--- src/rtl/isq_pkg.sv ---
package isq_pkg;

  // Age rank used by the selector and by the output-order checks:
  // a smaller sequence number is older, equal ages favour the lower class.
  function automatic logic is_older(input logic [31:0] a_seq, input logic [31:0] a_cls,
                                    input logic [31:0] b_seq, input logic [31:0] b_cls);
    return (a_seq < b_seq) || ((a_seq == b_seq) && (a_cls < b_cls));
  endfunction

endpackage

--- src/rtl/isq_ready_bank.sv ---
module isq_ready_bank #(
  parameter int DEPTH = 8,
  parameter int SEQ_W = 16,
  parameter int PORTS = 2
) (
  input  logic                   clk,
  input  logic                   rst,
  input  logic [PORTS-1:0]       wr_en,
  input  logic [PORTS*SEQ_W-1:0] wr_seq,
  input  logic                   rd_en,
  output logic                   has_entry,
  output logic [SEQ_W-1:0]       head_seq
);
  localparam int IW = (DEPTH > 1) ? $clog2(DEPTH) : 1;

  logic [SEQ_W-1:0] seq_mem [DEPTH];
  logic [DEPTH-1:0] vld_q;
  logic [IW-1:0]    head_idx;
  logic [IW-1:0]    wr_idx [PORTS];
  logic [PORTS-1:0] wr_ok;

  // Oldest held entry: linear minimum search over the valid slots.
  always_comb begin
    has_entry = 1'b0;
    head_idx  = '0;
    head_seq  = '0;
    for (int i = 0; i < DEPTH; i++) begin
      if (vld_q[i] && (!has_entry || (seq_mem[i] < head_seq))) begin
        has_entry = 1'b1;
        head_idx  = IW'(i);
        head_seq  = seq_mem[i];
      end
    end
  end

  // Each writing port claims the lowest slot still free after earlier ports.
  always_comb begin
    logic [DEPTH-1:0] used;
    used = vld_q;
    for (int p = 0; p < PORTS; p++) begin
      wr_ok[p]  = 1'b0;
      wr_idx[p] = '0;
      if (wr_en[p]) begin
        for (int i = 0; i < DEPTH; i++) begin
          if (!used[i] && !wr_ok[p]) begin
            wr_ok[p]  = 1'b1;
            wr_idx[p] = IW'(i);
          end
        end
      end
      if (wr_ok[p]) used[wr_idx[p]] = 1'b1;
    end
  end

  always_ff @(posedge clk) begin
    if (rst) begin
      vld_q <= '0;
    end else begin
      if (rd_en) vld_q[head_idx] <= 1'b0;
      for (int p = 0; p < PORTS; p++) begin
        if (wr_ok[p]) vld_q[wr_idx[p]] <= 1'b1;
      end
    end
  end

  always_ff @(posedge clk) begin
    for (int p = 0; p < PORTS; p++) begin
      if (wr_ok[p]) seq_mem[wr_idx[p]] <= wr_seq[p*SEQ_W +: SEQ_W];
    end
  end

  // a pop only ever targets an occupied pool
  a_r4_pop_has_entry: assert property (@(posedge clk) disable iff (rst) rd_en |-> has_entry);

  for (genvar p = 0; p < PORTS; p++) begin : g_room
    // every push finds storage
    a_r5_push_has_room: assert property (@(posedge clk) disable iff (rst) wr_en[p] |-> wr_ok[p]);
  end

endmodule

--- src/rtl/isq_unit_pool.sv ---
module isq_unit_pool #(
  parameter int UNITS = 1,
  parameter int ILAT  = 1
) (
  input  logic clk,
  input  logic rst,
  input  logic take,
  output logic avail,
  output logic release_q
);
  logic rel_now;

  if (ILAT <= 1) begin : g_pipe
    // One grant per class per cycle never exceeds a unit freed every cycle.
    assign avail   = 1'b1;
    assign rel_now = take;
  end else begin : g_hold
    localparam int TW = $clog2(ILAT);

    logic [TW-1:0]    tmr [UNITS];
    logic [UNITS-1:0] busy, ending, pick;

    always_comb begin
      pick = '0;
      for (int u = 0; u < UNITS; u++) begin
        busy[u]   = (tmr[u] != '0);
        ending[u] = (tmr[u] == TW'(1));
      end
      for (int u = UNITS - 1; u >= 0; u--) begin
        if (!busy[u]) pick = UNITS'(1) << u;
      end
    end

    assign avail   = |(~busy);
    assign rel_now = |ending;

    always_ff @(posedge clk) begin
      if (rst) begin
        for (int u = 0; u < UNITS; u++) tmr[u] <= '0;
      end else begin
        for (int u = 0; u < UNITS; u++) begin
          if (take && pick[u])  tmr[u] <= TW'(ILAT - 1);
          else if (busy[u])     tmr[u] <= tmr[u] - TW'(1);
        end
      end
    end

    // a held unit is never handed out again
    a_r9_take_needs_free: assert property (@(posedge clk) disable iff (rst) take |-> avail);
    // a fresh grant adds one held unit when nothing is retiring
    a_r9_hold_grows: assert property (@(posedge clk) disable iff (rst)
      (take && !rel_now) |=> ($countones(busy) == $countones($past(busy)) + 1));
  end

  always_ff @(posedge clk) begin
    if (rst) release_q <= 1'b0;
    else     release_q <= rel_now;
  end

endmodule

--- src/rtl/isq_age_select.sv ---
module isq_age_select #(
  parameter int NCLS  = 4,
  parameter int WIDTH = 2,
  parameter int SEQ_W = 16,
  localparam int CLS_W = (NCLS > 1) ? $clog2(NCLS) : 1,
  localparam int PW    = $clog2(NCLS + 1)
) (
  input  logic [NCLS-1:0]        ready,
  input  logic [NCLS*SEQ_W-1:0]  head,
  input  logic [NCLS-1:0]        avail,
  output logic [NCLS-1:0]        grant,
  output logic [NCLS-1:0]        stall,
  output logic [WIDTH-1:0]       slot_valid,
  output logic [WIDTH*SEQ_W-1:0] slot_seq,
  output logic [WIDTH*CLS_W-1:0] slot_class
);
  logic [PW-1:0] pos [NCLS];

  // Slot position of a class = count of issuable classes that rank older.
  always_comb begin
    for (int c = 0; c < NCLS; c++) begin
      int ahead;
      ahead = 0;
      for (int j = 0; j < NCLS; j++) begin
        if (j != c && ready[j] && avail[j] &&
            isq_pkg::is_older(32'(head[j*SEQ_W +: SEQ_W]), 32'(j),
                              32'(head[c*SEQ_W +: SEQ_W]), 32'(c)))
          ahead = ahead + 1;
      end
      pos[c]   = PW'(ahead);
      grant[c] = ready[c] && (ahead < WIDTH) && avail[c];
      stall[c] = ready[c] && (ahead < WIDTH) && !avail[c];
    end
  end

  always_comb begin
    slot_valid = '0;
    slot_seq   = '0;
    slot_class = '0;
    for (int k = 0; k < WIDTH; k++) begin
      for (int c = 0; c < NCLS; c++) begin
        if (grant[c] && (int'(pos[c]) == k)) begin
          slot_valid[k]                  = 1'b1;
          slot_seq[k*SEQ_W +: SEQ_W]     = head[c*SEQ_W +: SEQ_W];
          slot_class[k*CLS_W +: CLS_W]   = CLS_W'(c);
        end
      end
    end
  end

endmodule

--- src/rtl/isq_issue_select.sv ---
module isq_issue_select #(
  parameter int NUM_CLASSES = 4,
  parameter int ISSUE_WIDTH = 2,
  parameter int PUSH_PORTS  = 2,
  parameter int QDEPTH      = 8,
  parameter int SEQ_W       = 16,
  parameter int CFG_W       = 4,
  parameter logic [NUM_CLASSES*CFG_W-1:0] CLASS_UNITS = 16'h2120,
  parameter logic [NUM_CLASSES*CFG_W-1:0] CLASS_ILAT  = 16'h2311,
  localparam int CLS_W = (NUM_CLASSES > 1) ? $clog2(NUM_CLASSES) : 1,
  localparam int CNT_W = $clog2(ISSUE_WIDTH + 1)
) (
  input  logic                         clk,
  input  logic                         rst,
  input  logic [PUSH_PORTS-1:0]        push_valid,
  input  logic [PUSH_PORTS*SEQ_W-1:0]  push_seq,
  input  logic [PUSH_PORTS*CLS_W-1:0]  push_class,
  output logic [ISSUE_WIDTH-1:0]       iss_valid,
  output logic [ISSUE_WIDTH*SEQ_W-1:0] iss_seq,
  output logic [ISSUE_WIDTH*CLS_W-1:0] iss_class,
  output logic [CNT_W-1:0]             iss_count,
  output logic [NUM_CLASSES-1:0]       unit_release,
  output logic [NUM_CLASSES-1:0]       fu_stall
);
  logic [NUM_CLASSES-1:0]       cls_ready, cls_avail, cls_grant, cls_stall;
  logic [NUM_CLASSES*SEQ_W-1:0] cls_head;
  logic [ISSUE_WIDTH-1:0]       slot_valid;
  logic [ISSUE_WIDTH*SEQ_W-1:0] slot_seq;
  logic [ISSUE_WIDTH*CLS_W-1:0] slot_class;

  for (genvar c = 0; c < NUM_CLASSES; c++) begin : g_cls
    localparam int UNITS = int'(CLASS_UNITS[c*CFG_W +: CFG_W]);
    localparam int ILAT  = int'(CLASS_ILAT[c*CFG_W +: CFG_W]);

    logic [PUSH_PORTS-1:0] wr_en;
    always_comb begin
      for (int p = 0; p < PUSH_PORTS; p++)
        wr_en[p] = push_valid[p] && (push_class[p*CLS_W +: CLS_W] == CLS_W'(c));
    end

    isq_ready_bank #(.DEPTH(QDEPTH), .SEQ_W(SEQ_W), .PORTS(PUSH_PORTS)) u_bank (
      .clk       (clk),
      .rst       (rst),
      .wr_en     (wr_en),
      .wr_seq    (push_seq),
      .rd_en     (cls_grant[c]),
      .has_entry (cls_ready[c]),
      .head_seq  (cls_head[c*SEQ_W +: SEQ_W])
    );

    if (UNITS == 0) begin : g_nofu
      assign cls_avail[c]    = 1'b1;
      assign unit_release[c] = 1'b0;
      // a class without units is never reported busy
      a_r6_nofu_no_stall: assert property (@(posedge clk) disable iff (rst) !fu_stall[c]);
    end else begin : g_fu
      isq_unit_pool #(.UNITS(UNITS), .ILAT(ILAT)) u_pool (
        .clk       (clk),
        .rst       (rst),
        .take      (cls_grant[c]),
        .avail     (cls_avail[c]),
        .release_q (unit_release[c])
      );
    end
  end

  isq_age_select #(.NCLS(NUM_CLASSES), .WIDTH(ISSUE_WIDTH), .SEQ_W(SEQ_W)) u_sel (
    .ready      (cls_ready),
    .head       (cls_head),
    .avail      (cls_avail),
    .grant      (cls_grant),
    .stall      (cls_stall),
    .slot_valid (slot_valid),
    .slot_seq   (slot_seq),
    .slot_class (slot_class)
  );

  always_ff @(posedge clk) begin
    if (rst) begin
      iss_valid <= '0;
      iss_seq   <= '0;
      iss_class <= '0;
      iss_count <= '0;
      fu_stall  <= '0;
    end else begin
      iss_valid <= slot_valid;
      iss_seq   <= slot_seq;
      iss_class <= slot_class;
      iss_count <= CNT_W'($countones(slot_valid));
      fu_stall  <= cls_stall;
    end
  end

  // grants occupy a gap-free run of slots starting at slot 0
  a_r2_packed_slots: assert property (@(posedge clk) disable iff (rst)
    ((iss_valid & (iss_valid + ISSUE_WIDTH'(1))) == '0));

  // reported count agrees with the valid slots
  a_r10_count_matches: assert property (@(posedge clk) disable iff (rst)
    (32'(iss_count) == $countones(iss_valid)));

  for (genvar k = 1; k < ISSUE_WIDTH; k++) begin : g_order
    // each later slot holds a younger candidate than the slot before it
    a_r3_slot_age_order: assert property (@(posedge clk) disable iff (rst)
      iss_valid[k] |-> isq_pkg::is_older(32'(iss_seq[(k-1)*SEQ_W +: SEQ_W]),
                                         32'(iss_class[(k-1)*CLS_W +: CLS_W]),
                                         32'(iss_seq[k*SEQ_W +: SEQ_W]),
                                         32'(iss_class[k*CLS_W +: CLS_W])));
  end

endmodule

--- config.mk ---
export PLATFORM = sky130hd
export DESIGN_NAME = isq_issue_select
export DESIGN_NICKNAME = d
export VERILOG_FILES = /design/src/rtl/isq_pkg.sv /design/src/rtl/isq_ready_bank.sv /design/src/rtl/isq_unit_pool.sv /design/src/rtl/isq_age_select.sv /design/src/rtl/isq_issue_select.sv
export SDC_FILE = /design/constraint.sdc
export NUM_CORES = 2
export LEC_CHECK = 0
export BUFFER_PORTS_ARGS = -buffer_cell sky130_fd_sc_hd__buf_2
export CAP_MARGIN = 20
export CORE_MARGIN = 10
export CORE_UTILIZATION = 44
export DETAILED_ROUTE_END_ITERATION = 7
export GPL_TIMING_DRIVEN = 0
export PLACE_DENSITY = 0.64
export REMOVE_ABC_BUFFERS = 1
export SYNTH_ARGS = -nofsm -noshare
export SYNTH_HDL_FRONTEND = slang
export SYNTH_SLANG_ARGS = --single-unit
--- constraint.sdc ---
create_clock -name clk -period 20.8 [get_ports clk]
set_input_delay 2.08 -clock clk [delete_from_list [all_inputs] [get_ports clk]]
set_output_delay 2.08 -clock clk [all_outputs]
set_load 0.05 [all_outputs]
==> flow_metrics.env <==
export IMPL_drv_cap=0
export IMPL_seqCellArea_mm2=0.0171
export IMPL_start_kind="flop"
export IMPL_synth_edf_count=516
export IMPL_worst_slew_pin_slew_ps=1280
export IMPL_die_h_um=346
export IMPL_io_pins=88
export IMPL_rr_endpoint="iss_seq[28]"
export IMPL_maxSlewHeadroom_pct=14.8
export IMPL_min_path_type="reg -> reg"
export IMPL_clk_path_buf_depth=3
export IMPL_via_per_inst=6.20
export IMPL_p_leak_nw=20.2
export IMPL_async_flop_share_pct=0
export IMPL_synth_cell_area_mm2=0.0469
export IMPL_drt_wirelength_per_cell_um=24.5
export IMPL_grt_usage_pct=24.4
export IMPL_placed_cells=6077
export IMPL_maxSlewViolCount=0
export IMPL_post_route_period_util_pct=97.1
export IMPL_drtIter0Drc=3856
export IMPL_min_period_ps=20190
export IMPL_cts_tree="done"
export IMPL_firstDrtPassIters=6
export IMPL_die_w_um=346
export IMPL_cts_root_buf="clkbuf_16"
export IMPL_ys_seq_area_share_pct=36.3
export IMPL_numCtsBuffers=71
export IMPL_synth_seq_cells=593
export IMPL_worst_ep_required_time_ps=21320
export IMPL_run_status="completed"
export IMPL_vias=39300
export IMPL_critPathKind="reg -> reg"
export IMPL_dp_hpwl_um=105000
export IMPL_syn_instance_count=4819
export IMPL_critPathMaxStageDelay_ps=450
export IMPL_fmax_mhz=49.5
export IMPL_die_area_mm2=0.120
export IMPL_antenna_left=0
export IMPL_ir_worst_vdd_uv=76.0
export IMPL_cpMostUsedCell="a21o_1"
export IMPL_power_density_mw_per_mm2=65.0
export IMPL_endpoint_kind="flop"
export IMPL_yosysWarnings=0
export IMPL_crit_arrival_ps=20710
export IMPL_synth_cell_types=118
export IMPL_setup_viol=0
export IMPL_antenna_found_initial=13
export IMPL_first_global_vias=37300
export IMPL_cp_startpoint="g_cls[3].u_bank.vld_q[0]"
export IMPL_grt_ovfl_total=0
export IMPL_multi_input_area_mm2=0.0285
export IMPL_layout_nets=5437
export IMPL_final_hold_violation_count=0
export IMPL_place_gp_congestion=0.923
export IMPL_drive_gt1_share_pct=24.9
export IMPL_rrSetupSlack_ps=610
export IMPL_avgSynthCellArea_um2=9.73
export IMPL_cts_sinks=593
export IMPL_clkTransAtPathRegs_ps=60
export IMPL_grt_start_max_net_pins=80
export IMPL_port_buffer_count=84
export IMPL_clkLatencyLatePin_ps=650
export IMPL_finalPower_mw=3.47
export IMPL_grt_pass1_wl_um=228000
export IMPL_fillers=9562
export IMPL_routed_wl_um=155000
export IMPL_htreeDepth=3
export IMPL_synth_ff_type="edfxtp_1"
export IMPL_final_common_cell="mux2_2"
export IMPL_core_area_mm2=0.106
export IMPL_final_cells=6329
export IMPL_start_util_pct=44.4
export IMPL_finClkSkew_ps=37.8
export IMPL_fp_row_count=119
export IMPL_rr_startpoint="g_cls[3].u_bank.vld_q[0]"
export IMPL_crit_path_max_fanout=24
export IMPL_cp_slowest_cell="or4_4"
export IMPL_final_cell_mix="mux2_2, edfxtp_1, ha_1, nand2_1, inv_1"
export IMPL_cp_endpoint="iss_seq[28]"
export IMPL_rr_worst_depth=98
export IMPL_syn2layout_area_growth_pct=13.7
export IMPL_drc=0
==> state kept, by name, summed over array words and instances, names as in the netlist <==
name                          count
g_cls.u_bank.vld_q               32
g_cls.u_bank.seq_mem            512
iss_count                         2
iss_class                         4
g_cls.g_fu.u_pool.g_hold.tmr      4
fu_stall                          2
iss_valid                         2
iss_seq                          32
g_cls.g_fu.u_pool.release_q       3
==> synthesized netlist by cell type, drive strengths merged, types with 61 or more instances <==
library cell	n	area, um2
a21oi	372	1880
ha	511	6390
nor3	61	315
nand2	427	1600
mux2	619	6980
nor2	325	1220
dfxtp	77	1540
inv	393	1480
clkbuf	206	773
nand4	95	594
buf	69	314
o21ai	282	1420
a21o	95	713
edfxtp	516	15500
==> through the flow <==
step	hold WS, ps	util [%]	setup WS, ps	cell area [um2]	setup TNS (ps)
global placement	584	45.4	-9310	48000	-620340
CTS	595	49.2	8.07	52000	0
detailed placement	585	46.5	-4280	49000	-259750
floorplan	506	-	-1960	45800	-63380
finish	606	50.5	608	53300	0
global route	644	50.5	-196	53300	-4560
==> worst max-delay path, delay by kind of cell (launching register included) <==
kind / cells / cell delay (ps)
AOI/OAI and AO/OA: 46 / 9660
and+or+nand+nor: 25 / 4170
adders and majority gates: 9 / 2780
buffers and inverters: 15 / 2170
muxes: 3 / 810
DFF: 1 / 360
==> where the power goes <==
part | internal (mW) | switching [mW]
sequential | 1.33 | 0.0205
combinational | 0.334 | 0.586
clock | 0.661 | 0.532
total | 2.33 | 1.14
==> cells by family after synthesis <==
family	Yosys count	share of synthesized area [%]
multiplexers	657	15.7
adder cells (fa/ha/maj)	522	14.0
flip-flops	593	36.3
other	1	0.00800
AND/OR/NAND/NOR	1206	12.2
AO/OA/AOI/OAI	1162	16.1
buffers and inverters	668	5.46
XOR/XNOR	10	0.203
==> final cells by class <==
cell class	instances	share of cell area, %
Clock buffer	96	3.60
Inverter	393	2.77
Multi-Input combinational cell	3569	53.5
Timing Repair Buffer	254	4.52
Clock inverter	30	0.361
Sequential cell	593	32.0
Antenna cell	3	0.0141
Tap cell	1391	3.26
==> metal layers <==
layer	GRT usage, %	vias to the layer above	share of wire, %
met5	0	-	0.012
met4	10.6	2	4.4
met3	3.29	380	7.2
met2	40.2	1619	46
met1	31.8	19200	42
li1	-	18000	-
==> repair_timing <==
action,in CTS,in global routing
hold buffers,0,0
buffers inserted,32,74
resized for setup,122,131
cloned,3,8
endpoints found under the setup margin,82,82
pin swaps,19,33
==> worst min path at each step <==
stage | startpoint | to | slack [ps] | cells after the start
2_1_floorplan | g_cls[0].u_bank.vld_q[7] | g_cls[0].u_bank.vld_q[7] | 510 | 2
3_3_place_gp | g_cls[0].u_bank.vld_q[5] | g_cls[0].u_bank.vld_q[5] | 580 | 2
3_5_place_dp | g_cls[0].u_bank.vld_q[5] | g_cls[0].u_bank.vld_q[5] | 590 | 2
4_1_cts | g_cls[0].u_bank.vld_q[5] | g_cls[0].u_bank.vld_q[5] | 600 | 2
5_1_grt | g_cls[2].g_fu.u_pool.g_hold.tmr[0][0] | g_cls[2].g_fu.u_pool.g_hold.tmr[0][0] | 640 | 1
6_report | g_cls[0].u_bank.vld_q[5] | g_cls[0].u_bank.vld_q[5] | 610 | 2
Power figures use the tool's default switching activity.
